## src/rtl/refseq_pkg.sv

```systemverilog
`timescale 1ns/1ps
package refseq_pkg;

    // Sequencer state codes; values are visible on seq_state.
    typedef enum logic [2:0] {
        RS_IDLE      = 3'd0,
        RS_SREF_EXIT = 3'd1,
        RS_DRAIN     = 3'd2,
        RS_PD_EXIT   = 3'd3,
        RS_PRE       = 3'd4,
        RS_START     = 3'd5,
        RS_RUN       = 3'd6
    } rs_state_e;

    typedef struct packed {
        rs_state_e st;
        logic      pre_stb;
        logic      ref_stb;
    } rs_regs_t;

endpackage

```

## src/rtl/refseq_interval.sv

```systemverilog
`timescale 1ns/1ps
// Refresh interval down-counter: reloads on request, saturates at zero.
module refseq_interval #(
    parameter int PERIOD = 3900
) (
    input  logic clk,
    input  logic rst_n,
    input  logic reload,
    output logic due
);
    localparam int W = (PERIOD > 2) ? $clog2(PERIOD) : 1;
    localparam logic [W-1:0] LOAD = W'(PERIOD - 1);

    typedef struct packed {
        logic [W-1:0] cnt;
    } iv_regs_t;

    iv_regs_t iv_q, iv_d;

    always_comb begin
        iv_d = iv_q;
        if (reload) begin
            iv_d.cnt = LOAD;
        end else if (iv_q.cnt != '0) begin
            iv_d.cnt = iv_q.cnt - 1'b1;
        end
    end

    always_ff @(posedge clk) begin
        if (!rst_n) begin
            iv_q <= '{cnt: LOAD};
        end else begin
            iv_q <= iv_d;
        end
    end

    assign due = (iv_q.cnt == '0);
endmodule

```

## src/rtl/refseq_phase.sv

```systemverilog
`timescale 1ns/1ps
// Phase timer for the precharge and refresh-recovery waits.
module refseq_phase #(
    parameter int WIDTH = 8
) (
    input  logic             clk,
    input  logic             rst_n,
    input  logic             load,
    input  logic [WIDTH-1:0] load_val,
    output logic             done
);
    typedef struct packed {
        logic [WIDTH-1:0] cnt;
    } ph_regs_t;

    ph_regs_t ph_q, ph_d;

    always_comb begin
        ph_d = ph_q;
        if (load) begin
            ph_d.cnt = load_val;
        end else if (ph_q.cnt != '0) begin
            ph_d.cnt = ph_q.cnt - 1'b1;
        end
    end

    always_ff @(posedge clk) begin
        if (!rst_n) begin
            ph_q <= '{cnt: '0};
        end else begin
            ph_q <= ph_d;
        end
    end

    assign done = (ph_q.cnt == '0);
endmodule

```

## src/rtl/refresh_sequencer.sv

```systemverilog
`timescale 1ns/1ps
module refresh_sequencer
    import refseq_pkg::*;
#(
    parameter int REFI_CYCLES = 3900,
    parameter int RFC_CYCLES  = 260,
    parameter int RP_CYCLES   = 14,
    parameter int PEND_W      = 6
) (
    input  logic              clk,
    input  logic              rst_n,
    input  logic [PEND_W-1:0] pending_cnt,
    input  logic              rank_asleep,
    input  logic              bank_open,
    input  logic              sref_reenter,
    input  logic              sref_exit_done,
    output logic              burst_ok,
    output logic              pre_all_stb,
    output logic              ref_stb,
    output logic              wake_req,
    output logic [2:0]        seq_state
);
    localparam int PH_MAX = (RFC_CYCLES > RP_CYCLES) ? RFC_CYCLES : RP_CYCLES;
    localparam int PH_W   = $clog2(PH_MAX + 1);
    localparam logic [PH_W-1:0] RP_LOAD  = PH_W'(RP_CYCLES - 1);
    localparam logic [PH_W-1:0] RFC_LOAD = PH_W'(RFC_CYCLES - 1);

    rs_regs_t        seq_q, seq_d;
    logic            refi_due;
    logic            phase_done;
    logic            phase_load;
    logic [PH_W-1:0] phase_val;

    refseq_interval #(.PERIOD(REFI_CYCLES)) u_interval (
        .clk    (clk),
        .rst_n  (rst_n),
        .reload (seq_d.ref_stb),
        .due    (refi_due)
    );

    refseq_phase #(.WIDTH(PH_W)) u_phase (
        .clk      (clk),
        .rst_n    (rst_n),
        .load     (phase_load),
        .load_val (phase_val),
        .done     (phase_done)
    );

    always_comb begin
        seq_d         = seq_q;
        seq_d.pre_stb = 1'b0;
        seq_d.ref_stb = 1'b0;
        phase_load    = 1'b0;
        phase_val     = RFC_LOAD;
        case (seq_q.st)
            RS_IDLE: begin
                if (refi_due) seq_d.st = RS_DRAIN;
            end
            RS_DRAIN: begin
                if (pending_cnt == '0) seq_d.st = RS_PD_EXIT;
            end
            RS_PD_EXIT: begin
                if (!rank_asleep) begin
                    if (bank_open) begin
                        seq_d.st      = RS_PRE;
                        seq_d.pre_stb = 1'b1;
                        phase_load    = 1'b1;
                        phase_val     = RP_LOAD;
                    end else begin
                        seq_d.st      = RS_START;
                        seq_d.ref_stb = 1'b1;
                    end
                end
            end
            RS_PRE: begin
                if (phase_done) begin
                    seq_d.st      = RS_START;
                    seq_d.ref_stb = 1'b1;
                end
            end
            RS_START: begin
                seq_d.st   = RS_RUN;
                phase_load = 1'b1;
                phase_val  = RFC_LOAD;
            end
            RS_RUN: begin
                if (phase_done) seq_d.st = sref_reenter ? RS_SREF_EXIT : RS_IDLE;
            end
            RS_SREF_EXIT: begin
                if (sref_exit_done) seq_d.st = RS_DRAIN;
            end
            default: seq_d.st = RS_IDLE;
        endcase
    end

    always_ff @(posedge clk) begin
        if (!rst_n) begin
            seq_q <= '{st: RS_IDLE, pre_stb: 1'b0, ref_stb: 1'b0};
        end else begin
            seq_q <= seq_d;
        end
    end

    assign burst_ok    = (seq_q.st == RS_IDLE);
    assign wake_req    = (seq_q.st == RS_PD_EXIT) && rank_asleep;
    assign pre_all_stb = seq_q.pre_stb;
    assign ref_stb     = seq_q.ref_stb;
    assign seq_state   = seq_q.st;
endmodule

```

## config.mk

```make
export PLATFORM = sky130hd
export DESIGN_NAME = refresh_sequencer
export DESIGN_NICKNAME = d
export VERILOG_FILES = /design/src/rtl/refseq_pkg.sv /design/src/rtl/refseq_interval.sv /design/src/rtl/refseq_phase.sv /design/src/rtl/refresh_sequencer.sv
export SDC_FILE = /design/constraint.sdc
export NUM_CORES = 1
export LEC_CHECK = 0
export CORE_AREA = 2 2 50 52
export DETAILED_ROUTE_END_ITERATION = 6
export DIE_AREA = 0 0 52 54
export DONT_BUFFER_PORTS = 1
export GPL_TIMING_DRIVEN = 1
export PLACE_DENSITY = 0.87
export REMOVE_ABC_BUFFERS = 1
export SETUP_SLACK_MARGIN = 0.3
export SLEW_MARGIN = 25
export SYNTH_ARGS = -nofsm -noshare
export SYNTH_HDL_FRONTEND = slang
export SYNTH_SLANG_ARGS = --single-unit
```

## constraint.sdc

```tcl
create_clock -name clk -period 3.9 [get_ports clk]
set_input_delay 0.39 -clock clk [delete_from_list [all_inputs] [get_ports clk]]
set_output_delay 0.39 -clock clk [all_outputs]
set_load 0.02 [all_outputs]
```

==> flow_summary.json <==
{
  "outcome": "finished, final reports clean",
  "peakVddDrop_mv": 0.352,
  "antenna_found_initial": 0,
  "synth-main-ff-cell": "dfxtp_1",
  "worst_pin_slew_ns": 0.778,
  "synth-seq-cells": 26,
  "area_growth_pct": 4.54,
  "dr.first_iter.drc_count": 41,
  "clockRootBuffer": "clkbuf_4",
  "fmax_ghz": 0.455,
  "cts_tree": "built",
  "grt_pass1_vias": 1142,
  "final_max_slew_viol_count": 0,
  "n_antenna_cell": 0,
  "critPathKind": "register to primary output",
  "maxCapViolCount": 0,
  "port_buffers": 0,
  "setup_tns_ns": 0,
  "clk_latency_ns": 0.31,
  "final_hold_viol_count": 0,
  "cts_buffers": 3,
  "ys_types": 47,
  "clock_sinks": 26,
  "num_io_pins": 19,
  "grtUsageTotal_pct": 23.9,
  "htreeDepth": 1,
  "drt-total-wl_um": 2950,
  "synthTopCellsByArea": "dfxtp_1, a21oi_1, nand3_1, nand2_1, nor2_1",
  "holdBufCountCts": 0,
  "power_leakage_uw": 0.000512,
  "yosys_warnings": 0,
  "power_density_nw_per_um2": 578,
  "cp_max_fo": 15,
  "vias_per_cell": 6.49,
  "cp-start-kind": "register",
  "syn_inst": 166,
  "nets": 181,
  "drc": 0,
  "synth_top_area_cell": "dfxtp_1",
  "place_ws_ns": 1.82,
  "fillers": 196,
  "holdWs_ns": 0.175,
  "synthTopCellsByCount": "dfxtp_1, a21oi_1, nand2_1, nor2_1, nand3_1",
  "yosysMostFrequentCell": "dfxtp_1",
  "die_h_um": 54,
  "cts_setup_buffers": 0,
  "hold_class": "input port to register",
  "place_congestion": 0.787,
  "num_vias": 1265,
  "routedWlPerCell_um": 15.1,
  "grt_max_degree": 17,
  "min_period_over_period_pct": 56.4,
  "start_util_pct": 61.8,
  "min_period_ns": 2.20,
  "synth_edf_count": 0,
  "skew_ns": 0.00275,
  "ant_nets": 0,
  "syn_area_um2": 1430,
  "slew_headroom_pct": 46.8,
  "clockBufferDepth": 2,
  "cp_slowest_cell": "dfxtp_1",
  "critical_path_required_ns": 3.51,
  "dieArea_um2": 2810,
  "synth_top_area_share_pct": 36.3,
  "grt_first_pass_wirelength_um": 5010,
  "cp_data_arrival_time_ns": 1.81,
  "core_region_area_um2": 2320,
  "clkSlewWorstSetupHoldPaths_ns": 0.14,
  "cpPeakStageDelay_ns": 0.77,
  "finalSetupViolations": 0,
  "synth_seq_area_share_pct": 36.3,
  "grt-ovfl-total": 0,
  "rsz0062_at_grt": "no",
  "rows": 18,
  "place_hpwl_um": 2240,
  "fin_area_um2": 1500,
  "avgSynthCellArea_um2": 8.63,
  "cp-end-kind": "primary output",
  "setup_ws_ns": 1.70,
  "drive_above_1_share_pct": 8.48,
  "dpl_cell_area_um2": 1450,
  "die_w_um": 52,
  "synthArstFlopShare_pct": 0,
  "postCtsResizedCells": 0,
  "dr.pass1.iters": 4,
  "cp_cell_sequence": "nand2_1 > nor3b_1"
}
-- critical path, delay by kind of cell (launching register included) --
family,cells,cell delay (ns)
AND/OR/NAND/NOR,2,0.72
flip-flops,1,0.77
-- registers in the layout, summed over array words and instances, names as in the netlist --
signal / count
u_phase.ph_q: 9
seq_state: 3
u_interval.iv_q: 12
pre_all_stb: 1
ref_stb: 1
-- cells by family (layout without fill, tap and decap cells) --
logic type                 after synthesis  count (layout)  share of synthesized area, %
muxes                                    1               1                         0.699
xor gates and xnor gates                 6               6                          3.67
DFF                                     26              26                          36.3
and+or+nand+nor                         77              77                          33.1
buffers and inverters                   12              11                          3.58
AOI/OAI and AO/OA                       41              41                          20.0
adders and majority gates                3               3                          2.62
-- stage by stage --
step	std cells	total power, uW	utilization (%)
6_report	195	866	64.6
3_5_place_dp	191	685	62.3
4_1_cts	195	867	64.6
5_1_grt	195	922	64.6
2_1_floorplan	161	618	-
3_3_place_gp	191	660	62.3
-- cells in the final DEF, fill, tap and decap left out, types with 4 or more instances in the layout --
| cell | instances |
|---|---|
| nor2_1 | 12 |
| nand2_1 | 12 |
| dfxtp_1 | 26 |
| inv_1 | 7 |
| or3_1 | 4 |
| nand3_1 | 10 |
| nor3_1 | 8 |
| o21ai_0 | 7 |
| a21oi_1 | 16 |
-- metal layers --
metal  share of wire [%]  global-route usage, %  vias to the layer above
li1                    -                      -                      617
met1                  43                   28.0                      606
met2                  53                   45.4                       40
met3                 3.4                   2.50                        2
met4                0.51                   7.89                        0
met5                   0                      0                        -
-- report_power, final --
group          switching, uW  leakage [uW]  internal, uW  total [uW]
Sequential              60.6      0.000212           303         363
Combinational            172      0.000272           148         320
Clock                   78.7     0.0000279           104         183
-- cell type report --
| type | instances | area [um^2] | share of cell area, % |
|---|---|---|---|
| Multi-Input combinational cell | 128 | 861 | 57.5 |
| Sequential cell | 26 | 520 | 34.8 |
| Inverter | 7 | 26.3 | 1.75 |
| Tap cell | 30 | 37.5 | 2.51 |
| Clock inverter | 1 | 30.0 | 2.01 |
| Clock buffer | 3 | 22.5 | 1.50 |
-- worst paths after layout --
| check | depth (start not counted) | to | startpoint | slack [ns] |
|---|---|---|---|---|
| worst max register to register | 4 | seq_state[1] | seq_state[1] | 1.84 |
| worst min register to register | 2 | u_interval.iv_q[7] | u_interval.iv_q[7] | 0.51 |
| worst max-delay path | 2 | wake_req | seq_state[1] | 1.70 |
| worst min-delay path | 1 | u_phase.ph_q[0] | rst_n | 0.18 |
Note: power is estimated with default switching activity, not from simulation.
